[config.mk]
export PLATFORM = sky130hd
export DESIGN_NAME = qsm_top
export DESIGN_NICKNAME = d
export VERILOG_FILES = /design/src/rtl/qsm_pkg.sv /design/src/rtl/qsm_baud.sv /design/src/rtl/qsm_shift.sv /design/src/rtl/qsm_top.sv
export SDC_FILE = /design/constraint.sdc
export NUM_CORES = 1
export LEC_CHECK = 0
export ABC_AREA = 1
export BUFFER_PORTS_ARGS = -buffer_cell sky130_fd_sc_hd__buf_2
export CAP_MARGIN = 25
export CORE_UTILIZATION = 35
export CTS_BUF_LIST = sky130_fd_sc_hd__clkbuf_4 sky130_fd_sc_hd__clkbuf_8
export CTS_CLUSTER_DIAMETER = 30
export CTS_CLUSTER_SIZE = 16
export DETAILED_ROUTE_END_ITERATION = 12
export GPL_TIMING_DRIVEN = 0
export SLEW_MARGIN = 30
export SYNTH_ARGS = -nofsm -noshare
export SYNTH_HDL_FRONTEND = slang
export SYNTH_HIERARCHICAL = 1
export SYNTH_SLANG_ARGS = --single-unit
[constraint.sdc]
create_clock -name clk -period 5.5 [get_ports clk]
set_input_delay 0.55 -clock clk [delete_from_list [all_inputs] [get_ports clk]]
set_output_delay 0.55 -clock clk [all_outputs]
set_load 0.05 [all_outputs]
[src/rtl/qsm_pkg.sv]
package qsm_pkg;
  localparam int DIVW = 8;

  typedef enum logic [1:0] {ST_IDLE, ST_LOAD, ST_SHIFT, ST_FIN} qsm_st_t;

  // half-period length in system clocks; values below 2 are clamped
  function automatic logic [DIVW-1:0] eff_div(input logic [DIVW-1:0] d);
    return (d < DIVW'(2)) ? DIVW'(2) : d;
  endfunction
endpackage

[src/rtl/qsm_baud.sv]
module qsm_baud
  import qsm_pkg::*;
(
  input  logic            clk,
  input  logic            rst_n,
  input  logic            active,
  input  logic [DIVW-1:0] div,
  output logic            tick
);
  logic [DIVW-1:0] cnt;
  logic [DIVW-1:0] lim;

  assign lim  = eff_div(div) - DIVW'(1);
  assign tick = active && (cnt >= lim);

  always_ff @(posedge clk or negedge rst_n) begin
    if (!rst_n)               cnt <= '0;
    else if (!active || tick) cnt <= '0;
    else                      cnt <= cnt + DIVW'(1);
  end

  AST_TICK_GAP: assert property (@(posedge clk) disable iff (!rst_n)
    tick |=> !tick);
endmodule

[src/rtl/qsm_shift.sv]
module qsm_shift #(
  parameter int DW = 8
) (
  input  logic          clk,
  input  logic          rst_n,
  input  logic          load,
  input  logic [DW-1:0] tx_in,
  input  logic          tick,
  input  logic          cpol,
  input  logic          cpha,
  input  logic          miso,
  output logic          sck,
  output logic          mosi,
  output logic          last,
  output logic [DW-1:0] rx_word
);
  localparam int HALVES = 2 * DW;
  localparam int HW     = $clog2(HALVES);

  logic [DW-1:0] tx_sh, rx_sh;
  logic [HW-1:0] h;
  logic          sck_q, xfer;
  logic          smp, adv;

  // leading edges have even h, trailing edges odd h
  assign smp  = cpha ? h[0] : !h[0];
  assign adv  = cpha ? (!h[0] && (h != '0)) : h[0];
  assign last = tick && xfer && (h == HW'(HALVES - 1));

  always_ff @(posedge clk or negedge rst_n) begin
    if (!rst_n) begin
      tx_sh <= '0; rx_sh <= '0; h <= '0; sck_q <= 1'b0; xfer <= 1'b0;
    end else if (load) begin
      tx_sh <= tx_in; h <= '0; sck_q <= cpol; xfer <= 1'b1;
    end else if (tick && xfer) begin
      sck_q <= ~sck_q;
      h     <= h + HW'(1);
      if (smp)  rx_sh <= {rx_sh[DW-2:0], miso};
      if (adv)  tx_sh <= {tx_sh[DW-2:0], 1'b0};
      if (last) xfer  <= 1'b0;
    end
  end

  assign sck     = xfer ? sck_q : cpol;
  assign mosi    = tx_sh[DW-1];
  assign rx_word = rx_sh;

  AST_SCK_PARK: assert property (@(posedge clk) disable iff (!rst_n)
    $fell(xfer) |-> (sck_q == cpol));
endmodule

[src/rtl/qsm_top.sv]
module qsm_top
  import qsm_pkg::*;
#(
  parameter int QD  = 16,
  parameter int DW  = 8,
  parameter int CSW = 4
) (
  input  logic                   clk,
  input  logic                   rst_n,
  input  logic                   q_wr,
  input  logic [$clog2(QD)-1:0]  q_waddr,
  input  logic [7:0]             q_wcmd,
  input  logic [DW-1:0]          q_wtx,
  input  logic [$clog2(QD)-1:0]  rx_raddr,
  output logic [DW-1:0]          rx_rdata,
  input  logic                   run_set,
  input  logic                   run_clr,
  input  logic                   newqp_wr,
  input  logic [$clog2(QD)-1:0]  newqp,
  input  logic [$clog2(QD)-1:0]  endqp,
  input  logic                   wrap_en,
  input  logic                   irq_en,
  input  logic                   cpol,
  input  logic                   cpha,
  input  logic [7:0]             baud,
  input  logic [CSW-1:0]         idle_sel,
  input  logic                   done_clr,
  output logic                   busy,
  output logic [$clog2(QD)-1:0]  done_ptr,
  output logic                   done_flag,
  output logic                   irq,
  output logic                   sck,
  output logic                   mosi,
  input  logic                   miso,
  output logic [CSW-1:0]         sel
);
  localparam int PW      = $clog2(QD);
  localparam int HOLDBIT = 7;

  logic [7:0]    cmd_mem [QD];
  logic [DW-1:0] tx_mem  [QD];
  logic [DW-1:0] rx_mem  [QD];

  qsm_st_t       st;
  logic          run, pend, cont_q;
  logic [PW-1:0] wp, nq, nxt;
  logic [CSW-1:0] cs_q;
  logic [DW-1:0] rx_word;

  // named internal events
  logic go, fin, at_end, stop_now, tick, last;
  assign go       = (st == ST_IDLE) && run_set;
  assign fin      = (st == ST_FIN);
  assign at_end   = (wp == endqp);
  assign stop_now = (at_end && !wrap_en) || !run || run_clr;
  assign nxt      = pend ? nq : (at_end ? '0 : wp + PW'(1));

  qsm_baud u_baud (
    .clk(clk), .rst_n(rst_n), .active(st == ST_SHIFT), .div(baud), .tick(tick)
  );

  qsm_shift #(.DW(DW)) u_shift (
    .clk(clk), .rst_n(rst_n), .load(st == ST_LOAD), .tx_in(tx_mem[wp]),
    .tick(tick), .cpol(cpol), .cpha(cpha), .miso(miso),
    .sck(sck), .mosi(mosi), .last(last), .rx_word(rx_word)
  );

  always_ff @(posedge clk) begin
    if (q_wr) begin
      cmd_mem[q_waddr] <= q_wcmd;
      tx_mem[q_waddr]  <= q_wtx;
    end
    if (fin) rx_mem[wp] <= rx_word;
  end

  always_ff @(posedge clk or negedge rst_n) begin
    if (!rst_n) begin
      st <= ST_IDLE; run <= 1'b0; pend <= 1'b0; cont_q <= 1'b0;
      wp <= '0; nq <= '0; done_ptr <= '0; done_flag <= 1'b0; cs_q <= '0;
    end else begin
      if (done_clr) done_flag <= 1'b0;
      unique case (st)
        ST_IDLE: if (run_set) begin
          run <= 1'b1; wp <= nq; pend <= 1'b0; st <= ST_LOAD;
        end
        ST_LOAD: begin
          cs_q   <= cmd_mem[wp][CSW-1:0];
          cont_q <= cmd_mem[wp][HOLDBIT];
          st     <= ST_SHIFT;
        end
        ST_SHIFT: if (last) st <= ST_FIN;
        ST_FIN: begin
          done_ptr <= wp;
          if (at_end) done_flag <= 1'b1;
          wp   <= nxt;
          pend <= 1'b0;
          if (stop_now) begin
            run <= 1'b0; cont_q <= 1'b0; st <= ST_IDLE;
          end else begin
            st <= ST_LOAD;
          end
        end
        default: st <= ST_IDLE;
      endcase
      if (run_clr && st != ST_IDLE) run <= 1'b0;
      if (newqp_wr) begin
        nq   <= newqp;
        pend <= (st != ST_IDLE);
      end
    end
  end

  assign busy     = (st != ST_IDLE);
  assign irq      = done_flag && irq_en;
  assign sel      = ((st == ST_SHIFT) || cont_q) ? cs_q : idle_sel;
  assign rx_rdata = rx_mem[rx_raddr];

  AST_GO_PTR: assert property (@(posedge clk) disable iff (!rst_n)
    go |=> (wp == $past(nq)));
  AST_DONE_PTR: assert property (@(posedge clk) disable iff (!rst_n)
    fin |=> (done_ptr == $past(wp)));
  AST_REDIRECT: assert property (@(posedge clk) disable iff (!rst_n)
    (fin && pend && !stop_now && !newqp_wr) |=> (wp == $past(nq)));
  AST_SEL_HOLD: assert property (@(posedge clk) disable iff (!rst_n)
    (st == ST_SHIFT && $past(st) == ST_SHIFT) |-> $stable(sel));
  AST_DONE_SRC: assert property (@(posedge clk) disable iff (!rst_n)
    $rose(done_flag) |-> $past(fin && at_end));
  AST_END_STOP: assert property (@(posedge clk) disable iff (!rst_n)
    (fin && at_end && !wrap_en) |=> (st == ST_IDLE));
  AST_IDLE_SCK: assert property (@(posedge clk) disable iff (!rst_n)
    (st == ST_IDLE) |-> (sck == cpol));
endmodule

* After elaboration in Yosys (flattened, before gate mapping)
Memories as Yosys holds them, arrays and structs flattened.
Index checks and enable logic that the tools add are counted.
** Word-level totals
- Flip-flop bits (word level) :: 52
- Bits in writable memories :: 384
- Bits of input ports :: 56
- Output and inout bits :: 21
- Word-level logic and storage cells :: 109
- Memories :: 3
** Cells by class
- Add/subtract/negate cells :: 4
- Magnitude comparators :: 2
- Eq/ne operators :: 11
- Multiplexer cells :: 39
- Bitwise operators :: 2
- Reductions and logical operators :: 33
** Memories
- cmd_mem :: words 16, width 8, read ports 1, clocked after memory_dff 0, write ports 1, line qsm_top.sv:40 : logic [7:0] cmd_mem [QD];
- rx_mem :: words 16, width 8, read ports 1, clocked after memory_dff 0, write ports 1, line qsm_top.sv:42 : logic [DW-1:0] rx_mem [QD];
- tx_mem :: words 16, width 8, read ports 1, clocked after memory_dff 0, write ports 1, line qsm_top.sv:41 : logic [DW-1:0] tx_mem [QD];
** Operators by type and width (number)
- $mux W8 :: 5
- $mux W4 :: 6
- $mux W1 :: 21
- $reduce_and A2 Y1 :: 6
- $reduce_bool A2 Y1 :: 6
- $add A4 B1 Y4 const B :: 2
- $add A8 B1 Y8 const B :: 1
- $ge A8 B8 Y1 :: 1
- $lt A8 B2 Y1 const B :: 1
- $pmux W2 S4 :: 1
- $pmux W4 S2 :: 1
- $sub A8 B1 Y8 const B :: 1
- $logic_and A1 B1 Y1 :: 7
- $pmux W1 S2 :: 3
- $reduce_and A3 Y1 :: 2
- $reduce_bool A3 Y1 :: 2
- $eq A2 B2 Y1 const B :: 2
- $eq A4 B4 Y1 :: 1
- $eq A4 B4 Y1 const B :: 1
- $logic_not A1 Y1 :: 4
- $logic_or A1 B1 Y1 :: 4
- $mux W2 :: 2
- $ne A2 B2 Y1 const B :: 2
- $reduce_bool A4 Y1 :: 1
- other kinds (7) :: 8

* Depth between registers and ports, before layout
- Depth in word-level cells :: 10
- Mapped depth :: 21

* Modules after synthesis
Netlist, hierarchy kept.
** By module, submodules not included
- qsm_top :: instances 1, cells each 1230, area an instance 14745.4 um^2
- qsm_shift :: instances 1, cells each 136, area an instance 1122.3 um^2
- qsm_baud :: instances 1, cells each 107, area an instance 773.2 um^2

* Worst setup path after synthesis
No wires, ideal clock.
- Path kind :: input -> register
- Start point :: in baud[3]
- End point :: reg st[0]
- Setup time :: 0.135 ns
- Arrival time :: 2.818 ns
- Path slack :: 2.547 ns
- Stages on the path :: 20
- Buffers on the path :: 0
- Path through :: nor2_2 nand2_1 nor2_2 nor2_4 ha_1 nand2_1 xor2_1 inv_1 ha_1 nand2_1 nor2_1 nand2_1 a21boi_0 nand2_2 inv_1 nand4_1 inv_1 o21ai_1 nor3_1 a22oi_1
** On the way
- Cells in the longest elaborated chain, start to end :: 9
** Ends and longest elaborated chain
- from (decl) :: line qsm_top.sv:25 : input logic [7:0] baud,
- $lt A8 B2 Y1 :: line qsm_pkg.sv:8 : return (d < DIVW'(2)) ? DIVW'(2) : d;
- $mux W8 (*) :: line qsm_pkg.sv:8
- $sub A8 B1 Y8 (*) :: line qsm_baud.sv:13 : assign lim = eff_div(div) - DIVW'(1);
- $ge A8 B8 Y1 (*) :: line qsm_baud.sv:14 : assign tick = active && (cnt >= lim);
- $logic_and A1 B1 Y1 (*) :: line qsm_baud.sv:14
- via tick :: line qsm_top.sv:51 : logic go, fin, at_end, stop_now, tick, last;
- $logic_and A1 B1 Y1 (*) (2 in a row) :: line qsm_shift.sv:28 : assign last = tick && xfer && (h == HW'(HALVES - 1));
- via last :: line qsm_top.sv:51
- $ne A2 B2 Y1 (no source line) (*)
- $reduce_and A2 Y1 (no source line) (*)
- to (signal assigned) :: line qsm_top.sv:78 : st <= ST_IDLE; run <= 1'b0; pend <= 1'b0; cont_q <= 1'b0;
- to (signal assigned) :: line qsm_top.sv:84 : run <= 1'b1; wp <= nq; pend <= 1'b0; st <= ST_LOAD;
- to (signal assigned) :: line qsm_top.sv:89 : st <= ST_SHIFT;
- to (decl) :: line qsm_top.sv:44 : qsm_st_t st;
Mark *: on every way through the listed nets, which the timed path passes. The rest lies on a longest branch.
A chain may end at the register's enable or synchronous reset.

* Worst setup path in the final report
Same ends and word-level chain as after synthesis.

==> results.md <==
* Status: finished with violations
* Failing checks: design-rule violations
* Tmin final at 3070 ps
* CTS tree: yes
* Critical Path AT at 3570 ps
* Syn Area/Cell at 11.3 um2
* GR Util All Layers at 17.5%
* Core Box Area at 46,800 um2
* Vias post-DR at 11,468
* Syn Inst Count at 1,473
* Post-route antenna net violation count at 0
* Fin. Hold Viols at 0
* Setup CP Type: input port to flip-flop
* Synth Cell Area at 16,600 um2
* Grt ovf at 0
* DRT Wirelength at 41,500 um
* Worst skew pair latency at 660 ps
* Clk_skew at 42.0 ps
* Final setup fails at 0
* Finished Layout Cells at 2,299
* Cell Pwr Density at 480 nW/um2
* Final instance area at 19,600 um2
* Final #Nets at 1,703
* Vias in the first global route at 11,290
* Max_slew headroom at 38.7%
* EDFF count, synth at 336
* Fin crit share at 55.8%
* Placed cells at 2,152
* Sequential-to-total area share from yosys stat at 68.5%
* Crit path required time at 6000 ps
* 1st-iter DRT viols at 1,008
* Asr flop ratio synth at 13.4%
* RSZ-0062 raised after global routing: no
* Row cnt at 79
* Buffer count from post-CTS setup fixing at 0
* Worst-Margin Slew at 918 ps
* Wire per inst at 18.0 um
* IO buf count at 69
* Worst setup SP type: input port
* Final GP Congestion at 0.845
* Final Max Tran Viols at 0
* Worst-path fanout max at 5
* CTS root buf: clkbuf_8
* Ys flop type: edfxtp_1
* Achievable Freq at 326 MHz
* Clock buffer depth at 3
* FF+latch count, synth at 388
* R2R cell count at 6
* DRC at 2
* Number of max-cap violations at 0
* Synthesis-to-finish area growth at 17.9%
* HP Class: input port to flip-flop
* Initial antenna violation count at 0
* Area share of the largest cell type after synthesis at 60.6%
* Cts bufs inserted at 78
* Htree depth at 3
* Die Area at 48,400 um2
* Total power at 9.42 mW
* Initial DRT Pass Iterations at 9
* Boundary Pins at 77
* Vias per cell at 4.99
* Chip width at 220 um
* First-pass GRT wire length at 63,900 um
* Leakage at 7.65 nW
* Post-synth top area cell: edfxtp_1
* Critical path capture point type: flip-flop
* Synth unique cells at 37
* Syn. warnings at 6
* Layout cells sized above 1 at 17.8%
* Die height at 220 um
* Post-route setup TNS at 0 ps
* Initial Util at 35.6%
* Clock slew at reported path FFs at 60 ps
* Dpl cell area at 17,800 um2
* N_diodes at 0
* Most frequent cells in the layout: edfxtp_1, nand2_1, nor2_1
* Most common cell after layout, fill and taps aside: edfxtp_1
* Worst vdd ir at 0.220 mV
* Clk sink count at 388
* DP HPWL at 27,100 um
* Final WS setup at 2430 ps
* DP Worst Slack at 1760 ps
* Pin count of the biggest net entering global routing at 53
* Post-Syn Nets at 1,550
* Top post-synthesis cells by area: edfxtp_1, dfrtp_1, nand2_1
* Hold depth at 2
area by class of cell:
class | count | area, um2
Buffer | 70 | 424
Clock buffer | 84 | 1120
Clock inverter | 62 | 664
Fill cell | 4433 | 27100
Inverter | 128 | 490
Multi-Input combinational cell | 887 | 4380
Sequential cell | 388 | 11400
Tap cell | 607 | 759
Timing Repair Buffer | 73 | 395
per-layer routing:
layer | GRT usage, % | wire (um) | up-vias
li1 | - | - | 5439
met1 | 23.2 | 18700 | 5571
met2 | 28.2 | 19300 | 380
met4 | 6.39 | 1110 | 0
met5 | 0 | 0 | -
met3 | 3.45 | 2360 | 78
registers in the layout (all words and copies together), names as in the netlist:
register	cells
rx_mem	128
tx_mem	128
cmd_mem	80
u_baud/cnt	8
u_shift/rx_word	8
u_shift/tx_sh	8
cs_q	4
done_ptr	4
nq	4
u_shift/h	4
wp	4
st	2
cont_q	1
done_flag	1
pend	1
run	1
u_shift/sck_q	1
u_shift/xfer	1
repair_timing:
| item | in CTS | in global routing |
|---|---|---|
| hold buffers | 1 | 0 |
| gates resized for setup | 0 | 0 |
| endpoints found under the hold margin | 52 | 0 |
cell usage after synthesis, types with 12 or more instances:
cell and number:
nand3_1 101, buf_2 24, a21oi_1 41, o21ai_1 12
edfxtp_1 336, clkbuf_1 22, nand2_1 289, buf_4 13
nand4_1 13, o211ai_1 34, ha_1 21, o21ai_0 123
inv_1 123, o22ai_1 33, nor2_1 174, dfrtp_1 52
where the power goes:
part	total, mW	internal (mW)	leakage (nW)	switching, mW
sequential	3.50	3.40	3.77	0.0981
combinational	2.59	0.775	2.98	1.82
clock	3.33	1.92	0.904	1.41
total	9.42	6.10	7.65	3.33
critical path, cell delays in order:
cell and delay, ps:
buf_2 120, nor2_2 120, nand2_1 100, nor2_2 160
nor2_4 70, ha_1 230, nand2_1 90, xor2_1 150
inv_1 60, ha_1 260, nand2_1 60, nor2_1 100
nand2_1 100, a21boi_0 370, nand2_2 220, inv_1 190
nand4_1 130, inv_1 100, o21ai_1 120, nor3_1 160
a22oi_1 80
cell families after synthesis:
kind of cell    synth area share (%)
compound gates                  8.59
fa+ha+maj                       1.58
mux                            0.271
flops                           68.5
buf+inv                         5.50
simple gates                    15.1
xor+xnor                       0.526
metrics by stage:
| stage | util (%) | hold slack (ps) |
|---|---|---|
| floorplan | - | 254 |
| global placement | 38.0 | 454 |
| detailed placement | 38.1 | 463 |
| CTS | 42.0 | 42.5 |
| global route | 42.0 | 56.5 |
| finish | 42.0 | 98.2 |
final timing paths:
check,startpoint,endpoint,slack [ps]
max,baud[3],st[0],2430
min,done_clr,done_flag,100
max reg2reg,wp[1],rx_mem[9][6],2800
min reg2reg,u_shift/tx_sh[0],u_shift/tx_sh[0],470
max in group asynchronous,rst_n,u_shift/tx_sh[6],4500
min in group asynchronous,rst_n,done_ptr[2],500
No activity file was read; power rests on OpenSTA's default activity.
